--- config.mk ---
export PLATFORM = sky130hd
export DESIGN_NAME = quad_mixer
export DESIGN_NICKNAME = d
export VERILOG_FILES = /design/src/rtl/qmix_pkg.sv /design/src/rtl/qmix_phase.sv /design/src/rtl/qmix_rotator.sv /design/src/rtl/quad_mixer.sv
export SDC_FILE = /design/constraint.sdc
export NUM_CORES = 1
export LEC_CHECK = 0
export CAP_MARGIN = 20
export CORE_MARGIN = 5
export CORE_UTILIZATION = 65
export DETAILED_ROUTE_END_ITERATION = 10
export DONT_BUFFER_PORTS = 1
export GPL_ROUTABILITY_DRIVEN = 0
export PLACE_DENSITY = 0.88
export SYNTH_ARGS = -nofsm -noshare
export SYNTH_HDL_FRONTEND = slang
export SYNTH_SLANG_ARGS = --single-unit
--- constraint.sdc ---
create_clock -name clk -period 4.7 [get_ports clk]
set_input_delay 1.175 -clock clk [delete_from_list [all_inputs] [get_ports clk]]
set_output_delay 1.175 -clock clk [all_outputs]
set_load 0.01 [all_outputs]
--- src/rtl/qmix_pkg.sv ---
`timescale 1ns/1ps
package qmix_pkg;
  typedef enum logic [1:0] {
    LO_OFF   = 2'd0,
    LO_HALF  = 2'd1,
    LO_QUART = 2'd2,
    LO_OFF2  = 2'd3
  } lo_e;
  localparam int unsigned PH_W = 2;
endpackage

--- src/rtl/qmix_phase.sv ---
`timescale 1ns/1ps
module qmix_phase
  import qmix_pkg::*;
#(
  parameter int unsigned PW = PH_W
) (
  input  logic          clk,
  input  logic          rst_n,
  input  logic          adv,
  input  logic [1:0]    lo_sel,
  input  logic          cplx_en,
  output logic [PW-1:0] ph_eff,
  output logic          mode_chg
);
  localparam int unsigned MW = 3;
  logic [MW-1:0] mode_q;
  logic [PW-1:0] ph_q;

  assign mode_chg = ({lo_sel, cplx_en} != mode_q);
  assign ph_eff   = mode_chg ? '0 : ph_q;

  always_ff @(posedge clk) begin
    if (!rst_n) begin
      mode_q <= '0;
      ph_q   <= '0;
    end else begin
      mode_q <= {lo_sel, cplx_en};
      ph_q   <= adv ? ph_eff + 1'b1 : ph_eff;
    end
  end
endmodule

--- src/rtl/qmix_rotator.sv ---
`timescale 1ns/1ps
module qmix_rotator
  import qmix_pkg::*;
#(
  parameter int unsigned DW = 12
) (
  input  logic [DW-1:0] x_i,
  input  logic [DW-1:0] x_q,
  input  logic [1:0]    ph,
  input  logic [1:0]    lo_sel,
  input  logic          cplx_en,
  output logic [DW-1:0] y_i,
  output logic [DW-1:0] y_q
);
  localparam logic [DW-1:0] SMIN = {1'b1, {(DW-1){1'b0}}};
  localparam logic [DW-1:0] SMAX = {1'b0, {(DW-1){1'b1}}};

  function automatic logic [DW-1:0] neg_sat(input logic [DW-1:0] v);
    if (v == SMIN) return SMAX;
    return (~v) + 1'b1;
  endfunction

  always_comb begin
    y_i = x_i;
    y_q = x_q;
    case (lo_e'(lo_sel))
      LO_HALF: begin
        if (ph[0]) begin
          y_i = neg_sat(x_i);
          y_q = neg_sat(x_q);
        end
      end
      LO_QUART: begin
        case (ph)
          2'd1: begin
            y_i = cplx_en ? neg_sat(x_q) : '0;
            y_q = cplx_en ? x_i : '0;
          end
          2'd2: begin
            y_i = neg_sat(x_i);
            y_q = neg_sat(x_q);
          end
          2'd3: begin
            y_i = cplx_en ? x_q : '0;
            y_q = cplx_en ? neg_sat(x_i) : '0;
          end
          default: ;
        endcase
      end
      default: ;
    endcase
  end
endmodule

--- src/rtl/quad_mixer.sv ---
`timescale 1ns/1ps
module quad_mixer
  import qmix_pkg::*;
#(
  parameter int unsigned DW = 12
) (
  input  logic          clk,
  input  logic          rst_n,
  input  logic          in_valid,
  input  logic [DW-1:0] in_i,
  input  logic [DW-1:0] in_q,
  input  logic [1:0]    lo_sel,
  input  logic          cplx_en,
  output logic          out_valid,
  output logic [DW-1:0] out_i,
  output logic [DW-1:0] out_q
);
  logic [PH_W-1:0] ph_eff;
  logic            mode_chg;
  logic [DW-1:0]   mix_i, mix_q;

  qmix_phase #(.PW(PH_W)) u_phase (
    .clk(clk), .rst_n(rst_n), .adv(in_valid),
    .lo_sel(lo_sel), .cplx_en(cplx_en),
    .ph_eff(ph_eff), .mode_chg(mode_chg)
  );

  qmix_rotator #(.DW(DW)) u_rot (
    .x_i(in_i), .x_q(in_q), .ph(ph_eff),
    .lo_sel(lo_sel), .cplx_en(cplx_en),
    .y_i(mix_i), .y_q(mix_q)
  );

  always_ff @(posedge clk) begin
    if (!rst_n) begin
      out_valid <= 1'b0;
      out_i     <= '0;
      out_q     <= '0;
    end else begin
      out_valid <= in_valid;
      if (in_valid) begin
        out_i <= mix_i;
        out_q <= mix_q;
      end
    end
  end
endmodule

# Word level (Yosys, flattened, before mapping)
# Cells that the tools add are included.
# word_totals
register_bits	30
out_inout_bits	25
elab_cells	52
# classes
n_addsub	3
n_mux	34
bitwise	2
eq_ne	8
# op_table
op	count
12-bit two-way mux	14
12-bit one-hot mux with 3 select lines	2
12-bit one-hot mux with 2 select lines	2
12-bit by 1-bit adder with 12-bit output, second input constant	2
12-bit equality test, second input constant	2
12-bit NOT	2
1-bit two-way mux	14
2-bit equality test, second input constant	3
2-bit by 1-bit equality test with 1-bit output, second input constant	2
2-bit two-way mux	2
3-bit inequality test	1
2-bit by 1-bit adder with 2-bit output, second input constant	1

# Longest topological paths before layout
# logic_depth
word_depth	9
ltp_mapped	14
depth_no_buf	10

# By module
# Synthesis repeated with hierarchy kept, for this count alone.
# hier_totals
cells_unflattened	440
area_unflattened_um2	3190.6
# by_module_without_submodules
module	n_inst	cells_per_inst	area_each_um2
qmix_rotator	1	340	2020.7
quad_mixer	1	79	955.9
qmix_phase	1	21	214.0

# Worst setup path after synthesis
# No wires, ideal clock.
# synth_timing
path_kind	input to register
startpoint	input in_q[0]
endpoint	register out_i[0]
cell_stages	10
required_time_ns	4.633
path_slack_ns	1.235
arrival_time_ns	3.398
path_cell_list	bufbuf_16 -> inv_1 -> ha_1 -> or3b_4 -> or4_4 -> buf_6 -> a21oi_2 -> nor3_1 -> o31a_1 -> o21ai_2
# synth_via
elab_chain_len	8
elab_cells_between_ends	11
# synth_lines
item	line	source
from (decl)	quad_mixer.sv:11	input logic [DW-1:0] in_q,
parallel branches: the longest is 6 deep, another holds 12-bit by 1-bit adder with 12-bit output	--	
12-bit one-hot mux with 3 select lines *	qmix_rotator.sv:34	case (ph)
12-bit one-hot mux with 2 select lines *	qmix_rotator.sv:26	case (lo_e'(lo_sel))
to (signal assigned)	quad_mixer.sv:42	out_i <= mix_i;
to (decl)	quad_mixer.sv:15	output logic [DW-1:0] out_i,
# Mark *: on every way between the ends. The select of a mux whose other input is x is not followed.
# A chain may end at the register's enable or synchronous reset.

# Final worst setup path
# layout_timing
startpoint	input in_i[0]
endpoint	register out_q[2]
# layout_via
elab_chain_len	8
elab_cells_between_ends	10
# layout_lines
item	line	source
from (decl)	quad_mixer.sv:10	input logic [DW-1:0] in_i,
parallel branches: the longest is 4 deep, another holds 12-bit by 1-bit adder with 12-bit output	--	
12-bit two-way mux *	qmix_rotator.sv:20	return (~v) + 1'b1;
12-bit two-way mux *	qmix_rotator.sv:45	y_q = cplx_en ? neg_sat(x_i) : '0;
12-bit one-hot mux with 3 select lines *	qmix_rotator.sv:34	
12-bit one-hot mux with 2 select lines *	qmix_rotator.sv:26	
to (signal assigned)	quad_mixer.sv:43	out_q <= mix_q;
to (decl)	quad_mixer.sv:16	output logic [DW-1:0] out_q
# Marked as above.

==> results.sh <==
export IMPL_outcome="finished clean"
export IMPL_timing_max_cap_violations=0
export IMPL_maxSlewHeadroom=0.371
export IMPL_n_antenna_cell=0
export IMPL_dr_first_iter_drc_count=802
export IMPL_cts_tree="built"
export IMPL_synthFlopType="dfxtp_1"
export IMPL_p_per_area_nw_per_um2=209
export IMPL_synth_nets=497
export IMPL_drt_total_wl_um=10700
export IMPL_endpoint_kind="flop"
export IMPL_final_antenna_net_count=0
export IMPL_drc_errors=0
export IMPL_worst_setup_path_start_kind="primary input"
export IMPL_path_clk_slew_ns=0.07
export IMPL_start_util=0.657
export IMPL_syn_inst=459
export IMPL_drive_gt1_frac=0.0711
export IMPL_track_usage=0.321
export IMPL_fin_setup_tns_ns=0
export IMPL_detail_route_wl_per_cell_um=21.8
export IMPL_grt_antenna_before_repair=0
export IMPL_grt_pass1_wl_um=16700
export IMPL_fin_cells=492
export IMPL_ys_ff_latch=30
export IMPL_via_count=3839
export IMPL_netlist_cell_type_count=75
export IMPL_fin_worst_skew_ns=0.0117
export IMPL_htreeDepth=2
export IMPL_fin_crit_sh=0.761
export IMPL_synth_top_area_cell="dfxtp_1"
export IMPL_min_path_type="flop to flop"
export IMPL_yosys_warnings=0
export IMPL_ir_drop_mv=0.129
export IMPL_grt_overflow=0
export IMPL_cts_sinks=30
export IMPL_syn_to_final_growth_pct=-3.42
export IMPL_fillCellCount=481
export IMPL_grt_max_degree=27
export IMPL_coreArea_um2=5010
export IMPL_ctsResizeCount=0
export IMPL_postLayoutCoreUtil=0.635
export IMPL_criticalPathCategory="primary input to flop"
export IMPL_synth_top_area_frac=0.182
export IMPL_vias_per_cell=7.80
export IMPL_die_w_um=81.2
export IMPL_ys_seq_area_frac=0.182
export IMPL_synth_area_leaders="dfxtp_1, o21ai_0, a21oi_1"
export IMPL_setup_slack_ns=1.12
export IMPL_worst_slew_pin_slew_ns=0.935
export IMPL_dieHeight_um=81.2
export IMPL_hold_buffers=0
export IMPL_grt_pass1_vias=3460
export IMPL_leakagePower_nw=1.11
export IMPL_post_cts_buffers=0
export IMPL_cts_max_path_buffers=2
export IMPL_yosysMostFrequentCell="o21ai_0"
export IMPL_fin_nets=459
export IMPL_arrival_ns=3.80
export IMPL_first_pass_iters=5
export IMPL_cp_required_ns=4.92
export IMPL_rsz0062_at_grt="false"
export IMPL_syn_area_um2=3290
export IMPL_cts_root_buf="clkbuf_8"
export IMPL_synth_area_per_cell_um2=7.17
export IMPL_worstSkewPairLatency_ns=0.30
export IMPL_hpwl_um=7310
export IMPL_worstPathMaxFanout=12
export IMPL_rows=26
export IMPL_finalHoldViolCount=0
export IMPL_slew_violations=0
export IMPL_ios=55
export IMPL_numCtsBuffers=5
export IMPL_port_buffers=0
export IMPL_setup_viol=0
export IMPL_synthArstFlopShare=0
export IMPL_dieArea_um2=6590
export IMPL_min_period_ns=3.58
export IMPL_place_ws_ns=0.935
export IMPL_place_inst=484
export IMPL_fmax_mhz=280
export IMPL_synth_edff_count=0
export IMPL_synth_common_cells="o21ai_0, a21oi_1, nand2_1, dfxtp_1"
## cells in the final DEF (no fill, tap or decap), types with 6 or more instances in the layout
cell      count
nand2_1      38
o221ai_1      8
or3_1         8
nor3_1       15
clkbuf_8      6
dfxtp_1      30
o21ai_0      53
o211ai_1     18
ha_1          8
o31ai_1       7
a31oi_1       8
a221oi_1     10
nand3_1       9
xnor2_1       7
a21oi_1      42
nor2_1       25
inv_1        19
and2_1        7
## registers in the layout, indices dropped and copies added, names as in the netlist
signal and count:
u_phase.ph_q 2, out_i 12, out_q 12, u_phase.mode_q 3, out_valid 1
## worst paths after layout
kind / from / to / slack, ns / cells past startpoint
max: in_i[0] / out_q[2]$_SDFFE_PN0P_ / 1.12 / 8
max reg2reg: u_phase.mode_q[0]$_SDFF_PN0_ / out_q[11]$_SDFFE_PN0P_ / 1.68 / 9
min: out_i[0]$_SDFFE_PN0P_ / out_i[0]$_SDFFE_PN0P_ / 0.51 / 2
min reg2reg: out_i[0]$_SDFFE_PN0P_ / out_i[0]$_SDFFE_PN0P_ / 0.51 / 2
## critical path, stage by stage
cell,delay [ns]
inv_1,0.08
ha_1,0.34
or3b_1,0.63
nor4_4,0.75
o21ai_0,0.22
a21boi_0,0.24
o221ai_1,0.16
a21oi_1,0.20
## metal layers
| metal | wire length, um | track usage |
|---|---|---|
| met5 | 0 | 0 |
| met4 | 764 | 0.191 |
| met3 | 1440 | 0.0721 |
| met2 | 4690 | 0.519 |
| met1 | 3810 | 0.387 |
## logic make-up after synthesis
| logic type | after synthesis | synth area share |
|---|---|---|
| adder cells (fa/ha/maj) | 8 | 0.0304 |
| XOR/XNOR | 8 | 0.0213 |
| buffers and inverters | 69 | 0.122 |
| multiplexers | 2 | 0.00646 |
| AND/OR/NAND/NOR | 141 | 0.228 |
| flip-flops | 30 | 0.182 |
| AO/OA/AOI/OAI | 201 | 0.409 |
## through the flow
step	power, mW	cell area (um2)	hold WS, ns
2_1_floorplan	0.432	3290	0.483
4_1_cts	0.654	3180	0.516
6_report	0.663	3180	0.510
5_1_grt	0.683	3180	0.559
3_5_place_dp	0.435	3090	0.507
3_3_place_gp	0.431	3090	0.495
## power breakdown
part	switching, mW	internal (mW)	leakage (nW)
Sequential	0.0214	0.273	0.247
Clock	0.110	0.118	0.0482
Combinational	0.0839	0.0570	0.814
Total	0.215	0.448	1.11
## final cells by class
cell class | instances | area, um2 | area share
well taps | 70 | 87.6 | 0.0275
repair buffers | 5 | 37.5 | 0.0118
multi-input cells | 360 | 2290 | 0.721
clock buffers | 7 | 86.3 | 0.0272
inverters | 19 | 71.3 | 0.0224
clock inverters | 1 | 5.00 | 0.00157
flip-flops and latches | 30 | 601 | 0.189
Power figures use the tool's default switching activity.
